--- config.mk ---
export PLATFORM = sky130hd
export DESIGN_NAME = sched_tick_gen
export DESIGN_NICKNAME = d
export VERILOG_FILES = /design/src/rtl/sched_tick_pkg.sv /design/src/rtl/stg_step_guard.sv /design/src/rtl/stg_drift_meter.sv /design/src/rtl/stg_delta_timer.sv /design/src/rtl/sched_tick_gen.sv
export SDC_FILE = /design/constraint.sdc
export NUM_CORES = 1
export LEC_CHECK = 0
export ABC_AREA = 1
export ABC_CLOCK_PERIOD_IN_PS = 7200
export BUFFER_PORTS_ARGS = -buffer_cell sky130_fd_sc_hd__buf_2
export CAP_MARGIN = 20
export CELL_PAD_IN_SITES_DETAIL_PLACEMENT = 0
export CELL_PAD_IN_SITES_GLOBAL_PLACEMENT = 2
export CORE_UTILIZATION = 34
export DETAILED_ROUTE_END_ITERATION = 10
export PLACE_DENSITY = 0.9
export SYNTH_ARGS = -nofsm -noshare
export SYNTH_HDL_FRONTEND = slang
export SYNTH_SLANG_ARGS = --single-unit
--- constraint.sdc ---
create_clock -name clk -period 7.2 [get_ports clk]
set_clock_uncertainty 0.15 [all_clocks]
set_input_delay 0.36 -clock clk [delete_from_list [all_inputs] [get_ports clk]]
set_output_delay 0.36 -clock clk [all_outputs]
set_load 0.05 [all_outputs]
--- src/rtl/sched_tick_pkg.sv ---
package sched_tick_pkg;

  typedef enum logic [1:0] {
    GEN_IDLE   = 2'd0,
    GEN_ACTIVE = 2'd1,
    GEN_HALT   = 2'd2
  } gen_state_e;

  // Bound the correction applied to a single delta to +/- lim ticks.
  function automatic int slew_limit(input int carry, input int lim);
    if (carry > lim)  return lim;
    if (carry < -lim) return -lim;
    return carry;
  endfunction

  // Length of the next delta once the adjustment is applied.
  function automatic int next_span(input int nom, input int adj);
    return nom - adj;
  endfunction

endpackage

--- src/rtl/stg_step_guard.sv ---
module stg_step_guard #(
  parameter int TIME_W  = 32,
  parameter int MAX_INC = 2
) (
  input  logic              clk,
  input  logic              rst_n,
  input  logic              watch,
  input  logic [TIME_W-1:0] time_now,
  output logic              step_hit
);
  localparam logic [TIME_W-1:0] INC_LIM = TIME_W'(MAX_INC);

  logic [TIME_W-1:0] prev_q;
  logic [TIME_W-1:0] advance;

  always_comb begin
    advance  = time_now - prev_q;
    step_hit = watch && (advance > INC_LIM);
  end

  always_ff @(posedge clk) begin
    if (!rst_n) prev_q <= '0;
    else        prev_q <= time_now;
  end

endmodule

--- src/rtl/stg_drift_meter.sv ---
module stg_drift_meter #(
  parameter int TIME_W   = 32,
  parameter int PERIOD_W = 16,
  parameter int ACC_W    = 20
) (
  input  logic                    clk,
  input  logic                    rst_n,
  input  logic                    start,
  input  logic                    go,
  input  logic [TIME_W-1:0]       time_now,
  input  logic [PERIOD_W-1:0]     corr_period,
  output logic                    boundary,
  output logic signed [ACC_W-1:0] drift
);
  localparam int CYC_W = ACC_W - 1;
  localparam logic [TIME_W-1:0] CLIP = TIME_W'({CYC_W{1'b1}});

  logic [TIME_W-1:0] base_q;
  logic [TIME_W-1:0] elapsed;
  logic [TIME_W-1:0] period_ext;
  logic [CYC_W-1:0]  cyc_q;
  logic [CYC_W-1:0]  cyc_nx;
  logic [CYC_W-1:0]  el_clip;

  always_comb begin
    elapsed    = time_now - base_q;
    period_ext = TIME_W'(corr_period);
    el_clip    = (elapsed > CLIP) ? {CYC_W{1'b1}} : elapsed[CYC_W-1:0];
    cyc_nx     = (&cyc_q) ? cyc_q : cyc_q + 1'b1;
    boundary   = go && (elapsed >= period_ext);
    drift      = $signed({1'b0, el_clip}) - $signed({1'b0, cyc_nx});
  end

  always_ff @(posedge clk) begin
    if (!rst_n) begin
      base_q <= '0;
      cyc_q  <= '0;
    end else if (start) begin
      base_q <= time_now;
      cyc_q  <= '0;
    end else if (go) begin
      if (boundary) begin
        base_q <= time_now;
        cyc_q  <= '0;
      end else begin
        cyc_q  <= cyc_nx;
      end
    end
  end

endmodule

--- src/rtl/stg_delta_timer.sv ---
module stg_delta_timer
  import sched_tick_pkg::*;
#(
  parameter int NOM_TICKS   = 25,
  parameter int MAX_ADJ     = 5,
  parameter int MIN_SPACING = 20,
  parameter int ACC_W       = 20,
  parameter int CARRY_W     = 24
) (
  input  logic                    clk,
  input  logic                    rst_n,
  input  logic                    start,
  input  logic                    go,
  input  logic                    boundary,
  input  logic signed [ACC_W-1:0] drift,
  output logic                    fire,
  output logic                    strobe
);
  localparam int LEN_W = $clog2(NOM_TICKS + MAX_ADJ + 1);

  logic [LEN_W-1:0]          cnt_q;
  logic [LEN_W:0]            gap_q;
  logic signed [CARRY_W-1:0] carry_q;
  logic signed [CARRY_W-1:0] carry_nx;
  logic signed [CARRY_W-1:0] drift_ext;
  logic signed [CARRY_W-1:0] adj_ext;
  logic signed [CARRY_W-1:0] add_term;
  logic signed [CARRY_W-1:0] sub_term;
  logic [LEN_W-1:0]          reload;
  logic                      strobe_q;
  int                        adj_i;

  always_comb begin
    fire      = go && (cnt_q == '0);
    adj_i     = slew_limit(int'(carry_q), MAX_ADJ);
    drift_ext = {{(CARRY_W-ACC_W){drift[ACC_W-1]}}, drift};
    adj_ext   = CARRY_W'(adj_i);
    add_term  = boundary ? drift_ext : '0;
    sub_term  = fire ? adj_ext : '0;
    carry_nx  = carry_q + add_term - sub_term;
    reload    = LEN_W'(next_span(NOM_TICKS, adj_i) - 1);
  end

  always_ff @(posedge clk) begin
    if (!rst_n) begin
      cnt_q    <= '0;
      gap_q    <= '0;
      carry_q  <= '0;
      strobe_q <= 1'b0;
    end else if (start) begin
      cnt_q    <= LEN_W'(NOM_TICKS - 1);
      gap_q    <= '0;
      carry_q  <= '0;
      strobe_q <= 1'b0;
    end else if (go) begin
      strobe_q <= fire;
      carry_q  <= carry_nx;
      cnt_q    <= fire ? reload : cnt_q - 1'b1;
      gap_q    <= fire ? '0 : gap_q + 1'b1;
    end else begin
      strobe_q <= 1'b0;
    end
  end

  assign strobe = strobe_q;

  // a strobe never lasts longer than one cycle
  p_strobe_pulse_r3: assert property (@(posedge clk) disable iff (!rst_n)
    strobe_q |=> !strobe_q);

  // every delta stays inside the slew window
  p_gap_window_r6: assert property (@(posedge clk) disable iff (!rst_n)
    fire |-> ((int'(gap_q) + 1 >= MIN_SPACING) &&
              (int'(gap_q) + 1 <= NOM_TICKS + MAX_ADJ)));

  // a positive carry is worked down at a strobe without new drift
  p_carry_shrinks_r5: assert property (@(posedge clk) disable iff (!rst_n)
    (fire && !boundary && carry_q > 0) |=> (carry_q < $past(carry_q)));

endmodule

--- src/rtl/sched_tick_gen.sv ---
module sched_tick_gen
  import sched_tick_pkg::*;
#(
  parameter int TIME_W      = 32,
  parameter int PERIOD_W    = 16,
  parameter int NOM_TICKS   = 25,
  parameter int MAX_ADJ     = 5,
  parameter int MIN_SPACING = 20,
  parameter int MAX_INC     = 2
) (
  input  logic                clk,
  input  logic                rst_n,
  input  logic                arm,
  input  logic [TIME_W-1:0]   time_now,
  input  logic [TIME_W-1:0]   start_time,
  input  logic [PERIOD_W-1:0] corr_period,
  output logic                delta_strobe,
  output logic                running
);
  localparam int ACC_W   = PERIOD_W + 4;
  localparam int CARRY_W = ACC_W + 4;

  gen_state_e              state_q;
  logic                    start_hit;
  logic                    watch;
  logic                    go;
  logic                    step_hit;
  logic                    boundary;
  logic                    fire;
  logic                    running_q;
  logic signed [ACC_W-1:0] drift;

  always_comb begin
    start_hit = (state_q == GEN_IDLE) && arm && (time_now >= start_time);
    watch     = (state_q == GEN_ACTIVE);
    go        = watch && arm && !step_hit;
  end

  stg_step_guard #(
    .TIME_W  (TIME_W),
    .MAX_INC (MAX_INC)
  ) u_guard (
    .clk      (clk),
    .rst_n    (rst_n),
    .watch    (watch),
    .time_now (time_now),
    .step_hit (step_hit)
  );

  stg_drift_meter #(
    .TIME_W   (TIME_W),
    .PERIOD_W (PERIOD_W),
    .ACC_W    (ACC_W)
  ) u_meter (
    .clk         (clk),
    .rst_n       (rst_n),
    .start       (start_hit),
    .go          (go),
    .time_now    (time_now),
    .corr_period (corr_period),
    .boundary    (boundary),
    .drift       (drift)
  );

  stg_delta_timer #(
    .NOM_TICKS   (NOM_TICKS),
    .MAX_ADJ     (MAX_ADJ),
    .MIN_SPACING (MIN_SPACING),
    .ACC_W       (ACC_W),
    .CARRY_W     (CARRY_W)
  ) u_timer (
    .clk      (clk),
    .rst_n    (rst_n),
    .start    (start_hit),
    .go       (go),
    .boundary (boundary),
    .drift    (drift),
    .fire     (fire),
    .strobe   (delta_strobe)
  );

  always_ff @(posedge clk) begin
    if (!rst_n) begin
      state_q   <= GEN_IDLE;
      running_q <= 1'b0;
    end else begin
      unique case (state_q)
        GEN_IDLE: begin
          running_q <= 1'b0;
          if (start_hit) state_q <= GEN_ACTIVE;
        end
        GEN_ACTIVE: begin
          if (!arm) begin
            state_q   <= GEN_IDLE;
            running_q <= 1'b0;
          end else if (step_hit) begin
            state_q   <= GEN_HALT;
            running_q <= 1'b0;
          end else begin
            running_q <= running_q | fire;
          end
        end
        default: begin
          running_q <= 1'b0;
          if (!arm) state_q <= GEN_IDLE;
        end
      endcase
    end
  end

  assign running = running_q;

  // the start edge itself never produces a strobe
  p_start_quiet_r2: assert property (@(posedge clk) disable iff (!rst_n)
    start_hit |=> !delta_strobe);

  // a counter jump silences the generator at once
  p_step_halts_r8: assert property (@(posedge clk) disable iff (!rst_n)
    step_hit |=> (!running && !delta_strobe));

  // disarming clears the running flag
  p_disarm_clears_r7: assert property (@(posedge clk) disable iff (!rst_n)
    !arm |=> !running);

  // running only rises together with a strobe
  p_run_on_strobe_r7: assert property (@(posedge clk) disable iff (!rst_n)
    $rose(running) |-> delta_strobe);

endmodule

== After elaboration in Yosys (flattened, before gate mapping) ==
Index checks and enable logic that the tools add are counted.

* Bits in registers: 116
* Bits of input ports: 83
* Output and inout bits: 2
* Word-level logic and storage cells: 74

* Add/subtract/negate cells: 9
* Magnitude comparators: 6
* Eq/ne operators: 4
* Mux-type cells: 23
* Bitwise gates (word level): 5
* Reduce and logical (&&, ||, !) cells: 18

{| class="wikitable"
|+ Operators with widths
! operator !! number
|-
| $mux 24 || 5
|-
| $mux 32 || 3
|-
| $sub 32x32->32 || 2
|-
| $mux 19 || 3
|-
| $ge 32x16->1 || 1
|-
| $ge 32x32->1 || 1
|-
| $gt 32x19->1 const B || 1
|-
| $gt 32x2->1 const B || 1
|-
| $add 24x24->24 || 1
|-
| $gt 24x4->1 const B || 1
|-
| $lt 24x4->1 const B || 1
|-
| $sub 24x24->24 || 1
|-
| $sub 19x19->20 || 1
|-
| $add 19x1->19 const B || 1
|-
| $reduce_and 19->1 || 1
|-
| $mux 5 || 3
|-
| $mux 2 || 4
|-
| $logic_and 1x1->1 || 7
|-
| $logic_not 5->1 || 1
|-
| $sub 4x5->5 const A || 1
|-
| $sub 5x1->5 const B || 1
|-
| $sub 5x2->5 const B || 1
|-
| $not 1->1 || 4
|-
| $pmux 2 s2 || 1
|-
| other kinds (15) || 18
|}

== Depth between registers and ports, before layout ==
* Word-level depth: 10
* Depth in mapped cells: 52
* Gate-level depth less buffers: 51

== Hierarchy ==
From an unflattened synthesis, not the netlist that was laid out.

* Cells, all modules: 2,589
* Area, all modules: 14,916.8 um^2

{| class="wikitable"
|+ By module, submodules not included
! module !! times used !! cells each !! area each (um^2) !! sequential area each (um^2)
|-
| stg_drift_meter || 1 || 1,131 || 6,495.0 || 1,021.0
|-
| stg_delta_timer || 1 || 646 || 3,932.5 || 600.6
|-
| stg_step_guard || 1 || 653 || 3,480.8 || 640.6
|-
| sched_tick_gen || 1 || 159 || 1,008.5 || 60.1
|}

== Worst setup path after synthesis ==
OpenSTA, ideal clock, no wires.

* Path type: input port to flip-flop
* Start: input port time_now[0]
* End: register u_timer.carry_q[23]
* Setup time: 0.109 ns
* Arrival: 6.190 ns
* Required time: 6.941 ns
* Path slack: 0.751 ns
* Cell stages on the path: 50
* Path buffers: 1
* Path through: inv_1 -> ha_1 -> inv_1 -> fa_1 -> nand2_1 -> a21oi_1 -> nand2_1 -> nand2_1 -> nand2_1 -> nand2_1 -> nand3_1 -> nand2_1 -> nand2_1 -> nand2_1 -> nor2_1 -> nand2_1 -> nor2_1 -> nand2_1 -> (+14 left out) -> nand2_1 -> nand2_1 -> nand3_1 -> fa_1 -> inv_1 -> ha_1 -> nand4_1 -> nor4_1 -> nand3_1 -> nand3_1 -> xor2_1 -> nand4_1 -> nand2_1 -> inv_1 -> nand2_1 -> nand3_1 -> nand2_1 -> inv_1

* Word-level cells in the longest chain between the ends: 9
* Elaborated cells between the ends (all ways): 19
* Those cells by class: add/sub: 5; order compare: 4; mux: 3; reduce/logical: 7

{| class="wikitable"
|+ Ends and longest elaborated chain
! item !! line !! source
|-
| start, declared || sched_tick_gen.sv:14 || <nowiki>input logic [TIME_W-1:0] time_now,</nowiki>
|-
| branches (longest 9 deep; another with $sub 32x32->32) || n/a ||
|-
| end signal, assigned || stg_delta_timer.sv:57 || <nowiki>carry_q <= carry_nx;</nowiki>
|-
| end, declared || stg_delta_timer.sv:23 || <nowiki>logic signed [CARRY_W-1:0] carry_q;</nowiki>
|}

Several ways; the timed one is not identified.
A chain may end at the register's enable or synchronous reset.

== Worst setup path in the final report ==
* Start: register u_meter.base_q[16]
* End: register u_timer.carry_q[21]

* Word-level cells in the longest chain between the ends: 7
* Elaborated cells between the ends (all ways): 9
* Those cells by class: add/sub: 4; order compare: 2; mux: 2; reduce/logical: 1

{| class="wikitable"
|+ Ends and longest elaborated chain
! item !! line !! source
|-
| start, declared || stg_drift_meter.sv:18 || <nowiki>logic [TIME_W-1:0] base_q;</nowiki>
|-
| start signal, assigned || stg_drift_meter.sv:39 || <nowiki>base_q <= time_now;</nowiki>
|-
| start signal, assigned || stg_drift_meter.sv:43 || <nowiki>base_q <= time_now;</nowiki>
|-
| $sub 32x32->32 (*) || stg_drift_meter.sv:26 || <nowiki>elapsed = time_now - base_q;</nowiki>
|-
| $gt 32x19->1 || stg_drift_meter.sv:28 || <nowiki>el_clip = (elapsed > CLIP) ? {CYC_W{1'b1}} : elapsed[CYC_W-1:0];</nowiki>
|-
| $mux 19 || stg_drift_meter.sv:28 ||
|-
| $sub 19x19->20 || stg_drift_meter.sv:31 || <nowiki>drift = $signed({1'b0, el_clip}) - $signed({1'b0, cyc_nx});</nowiki>
|-
| $mux 24 (*) || stg_delta_timer.sv:38 || <nowiki>add_term = boundary ? drift_ext : '0;</nowiki>
|-
| $add 24x24->24 (*) || stg_delta_timer.sv:40 || <nowiki>carry_nx = carry_q + add_term - sub_term;</nowiki>
|-
| $sub 24x24->24 (*) || stg_delta_timer.sv:40 ||
|}

Mark *: on every way between the ends. The rest lies on a longest branch, timed or not.

==> results.py <==
metrics = {
    "timing": {
        "timing.final.crit_share_pct": 94.3,
        "slew_viol_final": 0,
        "highest_attainable_clock_frequency_mhz": 147,
        "totalNegativeSetupSlack_ps": 0,
        "actual_slew_at_the_worst_max_slew_pin_ps": 761,
        "layout_min_cycle_time_ps": 6790,
        "count_of_endpoints_failing_setup_in_the_final_report": 0,
        "max_slew_margin_pct": 49.2,
        "hold_viol_final": 0,
    },
    "synthesis": {
        "post_synth_inst_count": 2361,
        "synth.ff_latch_count": 116,
        "post-synth-top-area-cell": "sky130_fd_sc_hd__nand2_1",
        "yosysWarnings": 0,
        "synth_flop_cell": "sky130_fd_sc_hd__dfxtp_1",
        "synth.avg_cell_area_um2": 5.92,
        "synthDistinctLibCells": 42,
        "synth.top_cells.by_area": "sky130_fd_sc_hd__nand2_1 (18%), sky130_fd_sc_hd__dfxtp_1 (17%), sky130_fd_sc_hd__ha_1 (14%)",
        "share_of_the_yosys_chip_area_belonging_to_registers_pct": 16.6,
        "synth_fp_nets": 2627,
        "synth.cell_area_um2": 14000,
        "ffs_w_async_s_r_synth_pct": 0,
        "edff_count_synth": 0,
        "yosys.area.top_type_share_pct": 18.4,
    },
    "power": {
        "power.static_leakage_nw": 8.56,
        "vdd.ir_drop.worst_uv": 170,
        "power_density_relative_to_cell_area_nw_per_um2": 154,
        "fin_total_pwr_mw": 2.51,
    },
    "worst_setup_path": {
        "required_time_of_the_worst_setup_path_ps": 7350,
        "cpPeakStageDelay_ps": 450,
        "worstSetupEndpointType": "register",
        "worst_setup_path_start_kind": "register",
        "criticalPathCategory": "register to register",
        "cp_max_fo": 6,
        "timing.reg2reg.setup_slack_ps": 410,
        "worstPathArrival_ps": 6930,
        "critical_path.slowest_cell": "sky130_fd_sc_hd__fa_1",
    },
    "global_routing": {
        "gr-usage-all-layers_pct": 22.4,
        "grt_pass1_vias": 14000,
        "grt-ovfl-total": 0,
        "grt_start_max_net_pins": 65,
        "grt_antenna_before_repair": 3,
        "first_pass_grt_wire_length_um": 73600,
    },
    "clock_network": {
        "clk_latency_ps": 440,
        "tritoncts": "done",
        "cts.hold.buffers_added": 0,
        "total_clock_buffers_created_by_cts": 17,
        "ctsLongestPathBuffers": 2,
        "clk_root_buffer_cell": "sky130_fd_sc_hd__clkbuf_16",
        "clkTransAtPathRegs_ps": 70,
        "h-tree-depth": 4,
        "cts.sinks": 116,
    },
    "routing": {
        "drt_drc_violations_left": 0,
        "drt-pass1-iter-count": 5,
        "post_drt_wl_per_cell_um": 15.1,
        "vias_per_cell": 4.83,
        "antenna_left": 0,
        "detail_route.wirelength_um": 46100,
        "drt_iter0_markers": 858,
        "count_of_vias_placed_by_the_detailed_router": 14700,
    },
    "placed_design": {
        "port_buffers": 84,
        "globalplace.congestion": 0.940,
        "placement.cell_area_um2": 15500,
        "detailed_place_hpwl_um": 38500,
    },
    "final_layout": {
        "area.growth.synth_to_final_pct": 16.4,
        "num-fill-cells": 4410,
        "mostFrequentLayoutCell": "sky130_fd_sc_hd__nand2_1",
        "fraction_of_layout_instances_using_a_drive_strength_above_1_pct": 10.5,
        "final_cell_mix": "sky130_fd_sc_hd__nand2_1 (678), sky130_fd_sc_hd__inv_1 (492), sky130_fd_sc_hd__nor2_1 (182)",
        "fin_area_um2": 16300,
        "final_net_count": 2771,
    },
    "die": {
        "floorplan.core_area_um2": 40200,
        "floorplan.die.height_um": 205,
        "rows": 73,
        "design.die.area_um2": 41900,
        "ios": 85,
        "floorplan.die.width_um": 205,
        "initial_util_pct": 34.8,
    },
    "status": {
        "run_status": "complete, no violations",
    },
    "min_path": {
        "hp-class": "input port to register",
    },
    "flow_run": {
        "maxCapViolations": 0,
    },
}
-- final timing paths --
check	start	end	depth (start not counted)
setup reg to reg	u_meter.base_q[16]	u_timer.carry_q[21]	40
hold / removal	time_now[0]	u_guard.prev_q[0]	3
hold reg to reg	u_timer.cnt_q[1]	u_timer.cnt_q[1]	2
setup / recovery	u_meter.base_q[16]	u_timer.carry_q[21]	40
-- timing repair --
action | in CTS | in global routing
endpoints found under the setup margin | 0 | 13
resized for setup | 0 | 50
buffers inserted | 0 | 1
-- power by group --
| part | internal (mW) | switching [mW] |
|---|---|---|
| logic | 0.331 | 0.615 |
| clock network | 0.492 | 0.376 |
| registers | 0.679 | 0.0166 |
-- worst max-delay path, delay by kind of cell, from the launching register on --
kind,cells,cell delay [ps]
simple gates,18,1850
xor+xnor,2,310
flops,1,330
buf+inv,6,550
compound gates,9,1620
fa+ha+maj,5,1890
-- kinds of logic after synthesis --
family | share of synthesized area, %
buf+inv | 14.6
simple gates | 33.1
flops | 16.6
fa+ha+maj | 17.8
xor+xnor | 3.88
compound gates | 14.0
-- registers in the layout (all words and copies together), names as in the netlist --
register	flops
u_timer.carry_q	24
u_guard.prev_q	32
running	1
u_timer.cnt_q	5
u_meter.cyc_q	19
u_timer.strobe	1
state_q	2
u_meter.base_q	32
-- cell type report --
| class | instances | area [um2] | area share, % |
|---|---|---|---|
| multi-input cells | 1709 | 9800 | 60.2 |
| clock buffers | 17 | 425 | 2.61 |
| well taps | 525 | 657 | 4.03 |
| clock inverters | 15 | 161 | 0.991 |
| flip-flops and latches | 116 | 2320 | 14.3 |
| diodes | 3 | 7.51 | 0.0461 |
| inverters | 501 | 1880 | 11.6 |
| repair buffers | 160 | 1020 | 6.29 |
-- cells in the mapped netlist, types with 11 or more instances --
library cell and instances:
sky130_fd_sc_hd__nand3b_1 11, sky130_fd_sc_hd__nand2_1 685, sky130_fd_sc_hd__a21oi_1 169, sky130_fd_sc_hd__o21ai_1 21, sky130_fd_sc_hd__o21a_1 34, sky130_fd_sc_hd__o21bai_1 13, sky130_fd_sc_hd__clkbuf_1 25, sky130_fd_sc_hd__nor3_1 34
sky130_fd_sc_hd__or2_2 23, sky130_fd_sc_hd__nand4_1 37, sky130_fd_sc_hd__xnor2_1 14, sky130_fd_sc_hd__fa_1 26, sky130_fd_sc_hd__nand3_1 119, sky130_fd_sc_hd__o21ai_0 74, sky130_fd_sc_hd__nor4_1 12, sky130_fd_sc_hd__ha_1 157
sky130_fd_sc_hd__dfxtp_1 116, sky130_fd_sc_hd__xor2_1 48, sky130_fd_sc_hd__inv_1 492, sky130_fd_sc_hd__nor2_1 186
-- per-stage QoR --
step | setup WS (ps) | std cells | hold slack [ps] | util (%)
after global routing | -35.4 | 3046 | 54.5 | 40.5
after global placement | 52.8 | 3008 | 299 | 38.5
after detailed placement | -60.1 | 3008 | 304 | 38.5
final | 413 | 3046 | 46.8 | 40.5
after floorplan | 751 | 2361 | 290 | -
after CTS | 191 | 3040 | 30.7 | 40.0
-- layer usage --
metal | routed length [um] | share of wire [%] | global-route usage, % | vias up
li1 | - | - | - | 7744
met1 | 24100 | 52 | 33.0 | 6637
met2 | 19000 | 41 | 33.7 | 280
met3 | 1980 | 4.3 | 2.97 | 42
met4 | 930 | 2.0 | 6.29 | 0
met5 | 0 | 0 | 0 | -
(Power assumes the default switching activity.)
